[config.mk]
export PLATFORM = sky130hd
export DESIGN_NAME = vend_ctrl
export DESIGN_NICKNAME = d
export VERILOG_FILES = /design/src/rtl/vend_pkg.sv /design/src/rtl/vend_strobe_edge.sv /design/src/rtl/vend_coin_value.sv /design/src/rtl/vend_fsm.sv /design/src/rtl/vend_ctrl.sv
export SDC_FILE = /design/constraint.sdc
export NUM_CORES = 1
export LEC_CHECK = 0
export ABC_AREA = 1
export BUFFER_PORTS_ARGS = -buffer_cell sky130_fd_sc_hd__buf_2
export CORE_AREA = 5 5 42 44
export CTS_CLUSTER_DIAMETER = 30
export DETAILED_ROUTE_END_ITERATION = 8
export DIE_AREA = 0 0 47 49
export HOLD_SLACK_MARGIN = 0.05
export SLEW_MARGIN = 20
export SYNTH_ARGS = -nofsm -noshare
export SYNTH_HDL_FRONTEND = slang
export SYNTH_SLANG_ARGS = --single-unit
[constraint.sdc]
create_clock -name clk -period 4.9 [get_ports clk]
set_input_delay 0.245 -clock clk [delete_from_list [all_inputs] [get_ports clk]]
set_output_delay 0.245 -clock clk [all_outputs]
set_load 0.01 [all_outputs]
[src/rtl/vend_pkg.sv]
package vend_pkg;
    localparam int PRICE_U     = 7;
    localparam int NICKEL_U    = 1;
    localparam int DIME_U      = 2;
    localparam int QUARTER_U   = 5;
    localparam int MAX_TOTAL_U = PRICE_U - 1 + QUARTER_U;
    localparam int CHG_MAX_U   = MAX_TOTAL_U - PRICE_U;
    localparam int CHG_W       = $clog2(CHG_MAX_U + 1);
    localparam int VAL_W       = $clog2(QUARTER_U + 1);
    localparam int ST_W        = $clog2(MAX_TOTAL_U + 1);

    // State code equals the running total in 5-cent units.
    typedef enum logic [ST_W-1:0] {
        CR_00 = ST_W'(0),
        CR_05 = ST_W'(1),
        CR_10 = ST_W'(2),
        CR_15 = ST_W'(3),
        CR_20 = ST_W'(4),
        CR_25 = ST_W'(5),
        CR_30 = ST_W'(6),
        FN_35 = ST_W'(7),
        FN_40 = ST_W'(8),
        FN_45 = ST_W'(9),
        FN_50 = ST_W'(10),
        FN_55 = ST_W'(11)
    } vend_state_e;

    typedef struct packed {
        logic quarter;
        logic dime;
        logic nickel;
    } coin_t;
endpackage

[src/rtl/vend_strobe_edge.sv]
module vend_strobe_edge (
    input  logic clk,
    input  logic rst,
    input  logic btn,
    output logic pulse
);
    logic btn_q;

    // Loaded high in reset so a press held through reset is not counted.
    always_ff @(posedge clk) begin
        if (rst) btn_q <= 1'b1;
        else     btn_q <= btn;
    end

    assign pulse = btn & ~btn_q;
endmodule

[src/rtl/vend_coin_value.sv]
module vend_coin_value
    import vend_pkg::*;
(
    input  coin_t            coins,
    output logic             valid,
    output logic [VAL_W-1:0] units
);
    always_comb begin
        valid = 1'b0;
        units = '0;
        unique case (coins)
            3'b001: begin valid = 1'b1; units = VAL_W'(NICKEL_U);  end
            3'b010: begin valid = 1'b1; units = VAL_W'(DIME_U);    end
            3'b100: begin valid = 1'b1; units = VAL_W'(QUARTER_U); end
            default: begin valid = 1'b0; units = '0; end
        endcase
    end
endmodule

[src/rtl/vend_fsm.sv]
module vend_fsm
    import vend_pkg::*;
(
    input  logic             clk,
    input  logic             rst,
    input  logic             accept,
    input  logic [VAL_W-1:0] coin_u,
    output logic             vend,
    output logic [CHG_W-1:0] change_u
);
    vend_state_e         state, state_nx;
    logic [ST_W-1:0]     base_u;
    logic [ST_W-1:0]     total_u;
    logic                cur_final;
    logic                nx_final;

    // Credit carried into the next coin; dispense states restart at zero.
    always_comb begin
        base_u    = '0;
        cur_final = 1'b0;
        unique case (state)
            CR_00, CR_05, CR_10, CR_15,
            CR_20, CR_25, CR_30: begin
                base_u    = state;
                cur_final = 1'b0;
            end
            FN_35, FN_40, FN_45, FN_50, FN_55: begin
                base_u    = '0;
                cur_final = 1'b1;
            end
            default: begin
                base_u    = '0;
                cur_final = 1'b0;
            end
        endcase
    end

    always_comb begin
        total_u  = base_u + ST_W'(coin_u);
        state_nx = accept ? vend_state_e'(total_u) : state;
        nx_final = (state_nx >= FN_35);
    end

    // State register.
    always_ff @(posedge clk) begin
        if (rst) state <= CR_00;
        else     state <= state_nx;
    end

    // Outputs: pulse on entry to a dispense state.
    always_ff @(posedge clk) begin
        if (rst) begin
            vend     <= 1'b0;
            change_u <= '0;
        end else if (nx_final && !cur_final) begin
            vend     <= 1'b1;
            change_u <= CHG_W'(total_u - ST_W'(PRICE_U));
        end else begin
            vend     <= 1'b0;
            change_u <= '0;
        end
    end
endmodule

[src/rtl/vend_ctrl.sv]
module vend_ctrl
    import vend_pkg::*;
(
    input  logic             clk,
    input  logic             rst,
    input  logic             coin_nickel,
    input  logic             coin_dime,
    input  logic             coin_quarter,
    input  logic             reg_btn,
    output logic             vend,
    output logic [CHG_W-1:0] change_units
);
    logic             strobe;
    logic             coin_ok;
    logic [VAL_W-1:0] coin_u;
    coin_t            coins;

    assign coins = '{quarter: coin_quarter, dime: coin_dime, nickel: coin_nickel};

    vend_strobe_edge u_edge (
        .clk   (clk),
        .rst   (rst),
        .btn   (reg_btn),
        .pulse (strobe)
    );

    vend_coin_value u_value (
        .coins (coins),
        .valid (coin_ok),
        .units (coin_u)
    );

    vend_fsm u_fsm (
        .clk      (clk),
        .rst      (rst),
        .accept   (strobe & coin_ok),
        .coin_u   (coin_u),
        .vend     (vend),
        .change_u (change_units)
    );
endmodule

==> results.md, run 1 <==
- Wire per inst: 9.283 um
- Clock Latency Late Sink: 0.25 ns
- Starting density of the core: 37.41%
- Crit end category: flop
- Die width: 47 um
- Fraction of final layout cells sized beyond drive strength 1: 21.69%
- Initial drt markers: 7
- Largest fanout on the critical path: 4
- Clock-pin transition on the worst setup and hold timing paths: 0.06 ns
- Worst hold slack across all endpoints: 0.1924 ns
- Maximum buffer depth of the clock tree: 2
- Source of the critical timing path: u_fsm.state[3]$_SDFF_PP0_
- Cell area after synthesis: 524.3 sq um
- Share of the yosys chip area belonging to registers: 34.37%
- FF+latch count, synth: 9
- Setup_tns: 0 ns
- Die area: 0.002303 sq mm
- Number of buffers added by the clock tree synthesis step: 3
- TritonCTS clock tree: built
- Reported max-cap violation count: 0
- Clock root cell: sky130_fd_sc_hd__clkbuf_4
- Net Switching: 0.03542 mW
- Routed via count: 457
- Sequential Power Share: 50.8%
- Estimated wirelength of the detail-placed design: 774.6 um
- Number of design rule violations left after detail routing: 0
- Power per cell area: 241.3 mW/mm^2
- Routed WL: 919 um
- Io pins: 10
- Count of different cell masters after synthesis: 17
- Standard cell core area: 0.001401 sq mm
- Worst flop-to-flop path startpoint: u_fsm.state[3]$_SDFF_PP0_
- Grt total ovfl: 0
- Buffers on Ports: 9
- Most frequent standard cell in the layout excluding fill and tap cells: sky130_fd_sc_hd__nand2_1
- Count of final setup violators: 0
- Post-route minimum period: 2.116 ns
- Setup repair after global routing missed its margin: no
- DR vias/cell: 4.616
- Worst hold path type: primary input to flop
- Startpoint types: flop
- Final number of max-transition violations: 0
- CTS sink cnt: 9
- Post-synthesis instance total: 70
- Clock power share: 37.3%
- Pleak: 0.3517 nW
- Worst vdd rail ir drop: 0.1680 mV
- Worst endpoint required time: 5.10 ns
- Vias in the first global route: 394
- Final weighted congestion in routability-driven placement: 0.7419
- Total inserted antenna cells: 0
- Startpoint of the tightest hold check path: reg_btn
- Row count: 14
- Wire length of the first global-routing pass: 1580 um
- Commonest cells after routing, fill and taps aside: 14 x sky130_fd_sc_hd__nand2_1, 13 x sky130_fd_sc_hd__inv_1, 9 x sky130_fd_sc_hd__buf_2, 9 x sky130_fd_sc_hd__dfxtp_1, 7 x sky130_fd_sc_hd__nor2_1
- Part of the total power dissipated in combinational logic: 11.9%
- Final Hold Viols: 0
- Yosys warning count: 0
- Peak Freq: 0.4727 GHz
- Worst-case clock skew: 0.002019 ns
- Final net count: 95
- Total iterations of the first detailed-routing run: 4
- Layout overhead on the synthesized area: 17.42%
- Postcts setup bufs: 0
- Worst-Margin Slew: 0.3183 ns
- Syn Area/Cell: 7.489 sq um
- H-tree levels: 1
- Maximum number of pins on one net before global-route repair: 7
- Total global-route track usage: 9.598%
- Slew HR: 78.55%
- Net count of the mapped netlist: 81
- Count of nets left with antenna violations after detail routing: 0
- Cells resized by post-CTS repair: 0
- Internal cell power: 0.1131 mW
- Period utilization: 43.18%
- Die boundary height: 49 um
- Type of the setup path with the least slack: flop to flop
- Antenna violations before repair: 0
- Final core utilization: 43.93%
- Number of hold-repair buffers added at the cts stage: 0
- Fraction of power spent switching nets: 23.85%
- Arrival time of the worst setup path: 2.31 ns
- Status: completed
==> Yosys cell counts (all sizes together) <==
library cell / n / share of area [%]
nand2: 17 / 15
inv: 13 / 9.3
dfxtp: 9 / 34
nor2: 8 / 6.2
nand3: 6 / 8.1
a21oi: 5 / 4.8
ha: 4 / 9.5
o21ai: 2 / 1.9
xnor2: 2 / 3.3
a211oi: 1 / 1.4
fa: 1 / 3.8
nand3b: 1 / 1.4
or2: 1 / 1.2
==> critical path, stage by stage (launching register included) <==
cell                      delay (ns)
sky130_fd_sc_hd__dfxtp_1        0.32
sky130_fd_sc_hd__inv_1          0.07
sky130_fd_sc_hd__o21ai_0        0.13
sky130_fd_sc_hd__nor2_1         0.15
sky130_fd_sc_hd__ha_1           0.18
sky130_fd_sc_hd__inv_1          0.05
sky130_fd_sc_hd__fa_1           0.37
sky130_fd_sc_hd__xnor2_1        0.25
sky130_fd_sc_hd__nand3_1        0.13
sky130_fd_sc_hd__nand2_1        0.09
sky130_fd_sc_hd__nand3_1        0.07
sky130_fd_sc_hd__nand2_1        0.07
sky130_fd_sc_hd__nand2_2        0.08
sky130_fd_sc_hd__nor2_1         0.09
==> cell type report <==
cell class                      count  area [sq um]
Fill cell                         158         785.8
Timing Repair Buffer                9         45.04
Tap cell                           16         20.02
Multi-Input combinational cell     48         295.3
Inverter                           13         48.80
Sequential cell                     9         180.2
Clock buffer                        4         26.28
==> stage by stage <==
step | cell area, sq um | cells | worst slack (ns) | power, mW
floorplan | 524.3 | 70 | 3.020 | 0.08905
global placement | 589.3 | 95 | 2.776 | 0.09482
detailed placement | 589.3 | 95 | 2.776 | 0.09497
CTS | 615.6 | 99 | 2.760 | 0.1517
global route | 615.6 | 99 | 2.515 | 0.1609
finish | 615.6 | 99 | 2.784 | 0.1485
==> layer usage <==
metal	up-vias	share of wire (%)	global-route usage, %
li1	246	-	-
met1	197	47	11.95
met2	9	44	13.80
met3	5	5.5	3.321
met4	0	2.7	5.530
met5	-	0	0
==> power by group through the flow <==
stage,clock network [mW],registers (mW),logic [mW]
after global placement,0,0.0770,0.0179
after global routing,0.0650,0.0755,0.0203
after detailed placement,0,0.0771,0.0179
after floorplan,0,0.0773,0.0118
after CTS,0.0583,0.0754,0.0180
final,0.0554,0.0754,0.0177
==> logic make-up (layout without fill, tap and decap cells) <==
family	after synthesis	in the layout	synth area share (%)
simple gates	33	33	31.51
buf+inv	13	26	9.308
flops	9	9	34.37
xor+xnor	2	2	3.342
fa+ha+maj	5	5	13.37
compound gates	8	8	8.114
==> sequential cells by signal, indices dropped and copies added, names as in the netlist <==
name and flops:
u_edge.btn_q 1, u_fsm.state 4, u_fsm.change_u 3, u_fsm.vend 1
==> worst paths after layout <==
check / endpoint / slack [ns] / cells after the start
worst max-delay path: u_fsm.change_u[1]$_SDFF_PP0_ / 2.78 / 13
worst min-delay path: u_edge.btn_q$_SDFF_PP1_ / 0.19 / 2
worst max register to register: u_fsm.change_u[1]$_SDFF_PP0_ / 2.78 / 13
worst min register to register: u_fsm.state[2]$_SDFF_PP0_ / 0.51 / 2
(Power assumes the default switching activity.)
==> run 2: changes to the inputs <==
==> constraint.sdc (replaced) <==
create_clock -name clk -period 2.2 [get_ports clk]
set_input_delay 0.11 -clock clk [delete_from_list [all_inputs] [get_ports clk]]
set_output_delay 0.11 -clock clk [all_outputs]
set_load 0.01 [all_outputs]
==> run 2 against run 1 <==
Sequential share of layout area down 1.5 points; clock skew is 0.0014 ns lower; combinational power rose to 2.5 times the previous value; cell area grew 6.1%; critical path depth unchanged; clock power rose by 120%; via count grew 4.4%; largest cell class unchanged; sequential power up 120%; critical path type unchanged.
==> results.md, run 2 (synthesis gave the netlist of run 1 again) <==
- Hold EP: u_fsm.state[0]$_SDFF_PP0_
- Startpoint of the tightest hold check path: rst
- Row count: 14 (unchanged)
- Worst-Margin Slew: 0.2846 ns (-0.03371 ns)
- Pleak: 0.3775 nW (+7.3%)
- Clock Latency Late Sink: 0.25 ns (about the same)
- Peak Freq: 0.4946 GHz (+4.6%)
- Slew HR: 80.82% (+2.3 points)
- Die boundary height: 49 um (unchanged)
- Number of design rule violations left after detail routing: 0 (unchanged)
- Antenna violations before repair: 0 (unchanged)
- Clock power share: 36.7% (-0.6 points)
- Net Switching: 0.08029 mW (+130%)
- Destination of the worst register-to-register timing path: u_fsm.change_u[1]$_SDFF_PP0_
- Largest register by flop count: u_fsm.state
- Max FFs per register: 4 (unchanged)
- Wire length of the first global-routing pass: 1821 um (+15%)
- Die area: 0.002303 sq mm (unchanged)
- Routed via count: 477 (+4.4%)
- Worst hold path depth: 2 (unchanged)
- Total iterations of the first detailed-routing run: 4 (unchanged)
- Clock root cell: sky130_fd_sc_hd__clkbuf_4
- Number of buffers added by the clock tree synthesis step: 3 (unchanged)
- Number of inserted filler cells in the final layout: 154 (-2.5%)
- Part of the total power dissipated in combinational logic: 13.3% (+1.4 points)
- Io pins: 10 (unchanged)
- Worst endpoint required time: 2.39 ns (-2.71 ns)
- Total global-route track usage: 11.02% (+1.4 points)
- Reg2reg setup slack: 0.18 ns (-2.61 ns)
- H-tree levels: 1 (unchanged)
- Sequential Power Share: 50.0% (-0.8 points)
- CTS sink cnt: 9 (unchanged)
- TritonCTS clock tree: built
- Most frequent standard cell in the layout excluding fill and tap cells: sky130_fd_sc_hd__nand2_1
- Count of final setup violators: 0 (unchanged)
- DR vias/cell: 4.676 (+1.3%)
- Post-route minimum period: 2.022 ns (-0.09376 ns)
- Crit end category: flop
- Worst vdd rail ir drop: 0.2982 mV (+78%)
- Maximum buffer depth of the clock tree: 2 (unchanged)
- Largest fanout on the critical path: 4 (unchanged)
- Layout overhead on the synthesized area: 24.58%
- Count of nets left with antenna violations after detail routing: 0 (unchanged)
- Status: completed
- Final core utilization: 46.61% (+2.7 points)
- Final net count: 98 (+3.2%)
- Fraction of final layout cells sized beyond drive strength 1: 26.74% (+5.1 points)
- Maximum number of pins on one net before global-route repair: 7 (unchanged)
- Initial drt markers: 1 (-6)
- Worst hold path type: primary input to flop
- Routed WL: 1032 um (+12%)
- Worst R2R Path Depth: 13 (unchanged)
- Reported max-cap violation count: 0 (unchanged)
- Power per cell area: 513.5 mW/mm^2 (+110%)
- Post-Place Setup Slack: 0.09070 ns (-2.686 ns)
- Period utilization: 91.91% (+49 points)
- Fraction of power spent switching nets: 23.94% (+0.091 points)
- Worst-case clock skew: 0.0006605 ns (-0.001358 ns)
- Wire per inst: 10.12 um (+9.0%)
- Startpoint types: flop
- Arrival time of the worst setup path: 2.22 ns (-0.09 ns)
- Grt total ovfl: 0 (unchanged)
- Clock-pin transition on the worst setup and hold timing paths: 0.06 ns (about the same)
- Vias in the first global route: 461 (+17%)
- Buffers on Ports: 9 (unchanged)
- Largest registers in the final layout: u_fsm.state: 4 flops, u_fsm.change_u: 3 flops
- Final weighted congestion in routability-driven placement: 0.8315 (+12%)
- Slack of the critical path: 0.1781 ns (-2.606 ns)
- Worst flop-to-flop path startpoint: u_fsm.state[3]$_SDFF_PP0_
- Standard cell core area: 0.001401 sq mm (unchanged)
- Commonest cells after routing, fill and taps aside: 14 x sky130_fd_sc_hd__nand2_1, 13 x sky130_fd_sc_hd__inv_1, 9 x sky130_fd_sc_hd__buf_2
- Starting density of the core: 37.41% (unchanged)
- Total inserted antenna cells: 0 (unchanged)
- Internal cell power: 0.2551 mW (+130%)
- Type of the setup path with the least slack: flop to flop
- Estimated wirelength of the detail-placed design: 802.1 um (+3.6%)
- Die width: 47 um (unchanged)
- Final Hold Viols: 0 (unchanged)
- Final number of max-transition violations: 0 (unchanged)
## run 2: changes by cell type in the layout (fill, tap and decap cells not counted), sizes merged
cell / delta
buf: +2
dlygate4sd3: +1
## run 2: critical path, cell delays in order, from the launching register on
cell                      delay, ns
sky130_fd_sc_hd__dfxtp_1       0.32
sky130_fd_sc_hd__inv_1         0.09
sky130_fd_sc_hd__o21ai_2       0.08
sky130_fd_sc_hd__nor2_1        0.10
sky130_fd_sc_hd__ha_1          0.17
sky130_fd_sc_hd__inv_1         0.05
sky130_fd_sc_hd__fa_1          0.41
sky130_fd_sc_hd__xnor2_2       0.20
sky130_fd_sc_hd__nand3_1       0.13
sky130_fd_sc_hd__nand2_1       0.09
sky130_fd_sc_hd__nand3_1       0.09
sky130_fd_sc_hd__nand2_1       0.08
sky130_fd_sc_hd__nand2_2       0.07
sky130_fd_sc_hd__nor2_1        0.09
## run 2: power groups by stage
stage          clock network, mW  registers [mW]  logic (mW)
5_1_grt                    0.140           0.168      0.0514
2_1_floorplan                  0           0.172      0.0263
3_5_place_dp                   0           0.171      0.0405
3_3_place_gp                   0           0.171      0.0398
6_report                   0.123           0.168      0.0445
4_1_cts                    0.130           0.168      0.0420
## run 2: how the worst max path moves through the flow
stage	slack, ns	to	cells past startpoint	startpoint
after floorplan	0.32	u_fsm.change_u[0]$_SDFF_PP0_	13	u_fsm.state[2]$_SDFF_PP0_
after global placement	0.08	u_fsm.change_u[1]$_SDFF_PP0_	13	u_fsm.state[3]$_SDFF_PP0_
after detailed placement	0.09	u_fsm.change_u[1]$_SDFF_PP0_	13	u_fsm.state[0]$_SDFF_PP0_
after CTS	0.08	u_fsm.change_u[1]$_SDFF_PP0_	13	u_fsm.state[0]$_SDFF_PP0_
after global routing	-0.02	u_fsm.change_u[1]$_SDFF_PP0_	13	u_fsm.state[2]$_SDFF_PP0_
final	0.18	u_fsm.change_u[1]$_SDFF_PP0_	13	u_fsm.state[3]$_SDFF_PP0_
## run 2: area by class of cell
cell class	count	area (sq um)	share of cell area [%]
inverter	13	48.80	7.471
multi-input combinational	48	306.5	46.93
timing repair buffer	12	70.07	10.73
sequential	9	181.4	27.78
clock buffer	4	26.28	4.023
tap	16	20.02	3.065
## run 2: layer usage
| layer | GRT usage, % | up-vias | part of all wire, % | wire [um] |
|---|---|---|---|---|
| met4 | 8.295 | 0 | 2.7 | 28 |
| met2 | 16.06 | 11 | 50 | 516 |
| li1 | - | 252 | - | - |
| met1 | 13.56 | 210 | 43 | 439 |
| met5 | 0 | - | 0 | 0 |
| met3 | 2.214 | 4 | 4.6 | 47 |
## run 2: per-stage QoR
stage | std cells | TNS, ns | power, mW | cell area (sq um) | hold slack (ns)
finish | 102 | 0 | 0.3354 | 653.1 | 0.07970
global route | 102 | -0.01886 | 0.3590 | 653.1 | 0.08879
CTS | 101 | 0 | 0.3402 | 633.1 | 0.07117
detailed placement | 96 | 0 | 0.2119 | 596.8 | 0.3146
global placement | 96 | 0 | 0.2112 | 596.8 | 0.3134
floorplan | 70 | 0 | 0.1983 | 524.3 | 0.1791
## run 2: timing repair
item                                   4_1_cts  5_1_grt
endpoints found under the hold margin        1        0
resized for setup                            0        4
setup endpoints to repair                    0        4
hold buffers                                 1        0
buffers inserted                             0        1
==> run 3: changes to the inputs <==
--- a/config.mk
+++ b/config.mk
@@ -7,10 +7,11 @@
 export LEC_CHECK = 0
 export ABC_AREA = 1
 export BUFFER_PORTS_ARGS = -buffer_cell sky130_fd_sc_hd__buf_2
-export CORE_AREA = 5 5 42 44
+export CORE_AREA = 3 3 40 42
 export CTS_CLUSTER_DIAMETER = 30
 export DETAILED_ROUTE_END_ITERATION = 8
-export DIE_AREA = 0 0 47 49
+export DIE_AREA = 0 0 43 45
+export GPL_ROUTABILITY_DRIVEN = 0
 export HOLD_SLACK_MARGIN = 0.05
 export SLEW_MARGIN = 20
 export SYNTH_ARGS = -nofsm -noshare
==> run 3 against run 2 <==
Power fell by 0.96%; highest routed layer is now met3; hold slack improved by 0.0030 ns; largest cell class unchanged; register-to-register slack improved by 0.08 ns; final cell count fell by 0.98%; maximum frequency rose by 4.3%; critical endpoint is now u_fsm.change_u[0]$_SDFF_PP0_; first-iteration DRC count rose to 3.0 times the previous value; cell area rose by 0.38%; combinational power barely moved; critical path type unchanged; critical path depth did not move.
==> results.md, run 3 (synthesis gave the netlist of run 1 again) <==
- Slack of the critical path: 0.2608 ns (+0.08269 ns)
- H-tree levels: 1 (unchanged)
- Setup repair after global routing missed its margin: no
- Sum of internal, switching and leakage power: 0.3322 mW (-0.96%)
- Worst hold path type: primary input to flop
- Final number of max-transition violations: 0 (unchanged)
- Number of inserted filler cells in the final layout: 130 (-16%)
- Area of the multi-input gates: 311.5 sq um (+1.6%)
- Setup_tns: 0 ns (unchanged)
- Number of buffers added by the clock tree synthesis step: 3 (unchanged)
- Critical Path Most Common Cell: sky130_fd_sc_hd__nand2_1
- Register area: 180.2 sq um (-0.69%)
- Status: completed
- Reported max-cap violation count: 0 (unchanged)
- Die area: 0.001935 sq mm (-16%)
- Final net count: 98 (unchanged)
- Max FFs per register: 4 (unchanged)
- Worst vdd rail ir drop: 0.2711 mV (-9.1%)
- Vias in the first global route: 384 (-17%)
- Largest registers in the final layout: u_fsm.state: 4 flops, u_fsm.change_u: 3 flops
- Grt total ovfl: 0 (unchanged)
- Routed via count: 455 (-4.6%)
- Antenna violations before repair: 0 (unchanged)
- Worst-path cell chain: nand2_1 > o21ai_2 > nor2_1 > ha_1 > inv_1 > fa_1 > xnor2_2 > nand3_2 > nand2_1 > nand3_1 > nand2_1 > nand2_2 > nor2_1
- Total global-route track usage: 10.87% (-0.16 points)
- Cell total after placement: 96 (unchanged)
- Period utilization: 88.15% (-3.8 points)
- Worst-case clock skew: 0.002303 ns (+0.001642 ns)
- Count of nets left with antenna violations after detail routing: 0 (unchanged)
- Estimated wirelength of the detail-placed design: 748 um (-6.7%)
- Maximum number of pins on one net before global-route repair: 7 (unchanged)
- Startpoint of the tightest hold check path: rst
- Worst-Margin Slew: 0.2343 ns (-0.05034 ns)
- Power per cell area: 506.7 mW/mm^2 (-1.3%)
- Post-route insts no fill: 101 (-0.98%)
- Arrival time of the worst setup path: 2.13 ns (-0.09 ns)
- Largest register by flop count: u_fsm.state
- Commonest cells after routing, fill and taps aside: 14 x sky130_fd_sc_hd__nand2_1, 13 x sky130_fd_sc_hd__inv_1, 9 x sky130_fd_sc_hd__buf_2, 9 x sky130_fd_sc_hd__dfxtp_1, 7 x sky130_fd_sc_hd__nor2_1
- Worst path buffer plus inverter count: 1 (-1)
- Summed area of non-filler cells in the final layout: 655.6 sq um (+0.38%)
- CTS sink cnt: 9 (unchanged)
- Standard cell core area: 0.001285 sq mm (-8.3%)
- Worst hold slack across all endpoints: 0.08266 ns (+0.002968 ns)
- CP top delay family: simple AND/OR/NAND/NOR gates
- Pleak: 0.3770 nW (-0.12%)
- Slew HR: 84.29% (+3.5 points)
- Post-Place Setup Slack: 0.1818 ns (+0.09108 ns)
- Total inserted antenna cells: 0 (unchanged)
- TritonCTS clock tree: built
- Most frequent standard cell in the layout excluding fill and tap cells: sky130_fd_sc_hd__nand2_1
- Die width: 43 um (-8.5%)
- Worst flop-to-flop path startpoint: u_fsm.state[1]$_SDFF_PP0_
- Io pins: 10 (unchanged)
- Final core utilization: 51.02% (+4.4 points)
- Worst endpoint required time: 2.39 ns (about the same)
- Type of the setup path with the least slack: flop to flop
- Clock root cell: sky130_fd_sc_hd__clkbuf_4
- Starting density of the core: 40.80% (+3.4 points)
- Maximum buffer depth of the clock tree: 2 (unchanged)
- Wire length of the first global-routing pass: 1511 um (-17%)
- DR vias/cell: 4.505 (-3.7%)
- Fraction of final layout cells sized beyond drive strength 1: 26.74% (unchanged)
- Total iterations of the first detailed-routing run: 2 (-2)
- Die boundary height: 45 um (-8.2%)
- Number of design rule violations left after detail routing: 0 (unchanged)
- Row count: 13 (-1)
- Count of final setup violators: 0 (unchanged)
- Clock-pin transition on the worst setup and hold timing paths: 0.06 ns (about the same)
- Routed WL: 896 um (-13%)
- Standard cell area after detailed placement: 603.1 sq um (+1.0%)
- Postcts setup bufs: 0 (unchanged)
- Startpoint types: flop
- Reg2reg setup slack: 0.26 ns (+0.08 ns)
- Source of the critical timing path: u_fsm.state[1]$_SDFF_PP0_
- Clock Latency Late Sink: 0.25 ns (about the same)
- Max stage delay cell, worst path: sky130_fd_sc_hd__fa_1
- Peak Freq: 0.5157 GHz (+4.3%)
- Final Hold Viols: 0 (unchanged)
- Largest incremental delay on the critical path: 0.40 ns (about the same)
- Wire per inst: 8.871 um (-12%)
- Buffers on Ports: 9 (unchanged)
- Initial drt markers: 3 (+2)
- Layout overhead on the synthesized area: 25.06%
- Post-route minimum period: 1.939 ns (-0.08269 ns)
- Largest fanout on the critical path: 4 (unchanged)
- Crit end category: flop
## run 3: cell type report
class,count,area share (%)
sequential,9,27.48
timing repair buffer,12,10.69
clock buffer,4,4.008
inverter,13,7.443
tap,15,2.863
multi-input combinational,48,47.52
## run 3: final timing paths
| kind | to | depth (start not counted) |
|---|---|---|
| worst min register to register | u_fsm.state[2]$_SDFF_PP0_ | 2 |
| worst max register to register | u_fsm.change_u[0]$_SDFF_PP0_ | 13 |
| worst max-delay path | u_fsm.change_u[0]$_SDFF_PP0_ | 13 |
| worst min-delay path | u_fsm.state[2]$_SDFF_PP0_ | 2 |
## run 3: routing by layer
metal	up-vias	wire length, um	global-route usage [%]
li1	252	-	-
met3	0	61	5.976
met1	193	417	13.41
met2	10	417	16.17
met5	-	0	0
met4	0	0	3.614
## run 3: worst register-to-register path: stages, from the launching register on
cell and delay [ns]:
sky130_fd_sc_hd__dfxtp_1 0.34, sky130_fd_sc_hd__nand2_1 0.09, sky130_fd_sc_hd__o21ai_2 0.06, sky130_fd_sc_hd__nor2_1 0.11
sky130_fd_sc_hd__ha_1 0.17, sky130_fd_sc_hd__inv_1 0.05, sky130_fd_sc_hd__fa_1 0.40, sky130_fd_sc_hd__xnor2_2 0.18
sky130_fd_sc_hd__nand3_2 0.11, sky130_fd_sc_hd__nand2_1 0.08, sky130_fd_sc_hd__nand3_1 0.07, sky130_fd_sc_hd__nand2_1 0.07
sky130_fd_sc_hd__nand2_2 0.07, sky130_fd_sc_hd__nor2_1 0.09
## run 3: timing repair
| item | in CTS | in global routing |
|---|---|---|
| resized for setup | 0 | 4 |
| endpoints found under the setup margin | 0 | 4 |
| hold buffers | 0 | 1 |
| hold endpoints to repair | 0 | 1 |
## run 3: where the power goes
part           internal [mW]  switching (mW)  total, mW  leakage, nW
registers              0.166         0.00148      0.168       0.0730
logic                 0.0195          0.0248     0.0442        0.289
clock network         0.0694          0.0506      0.120       0.0150
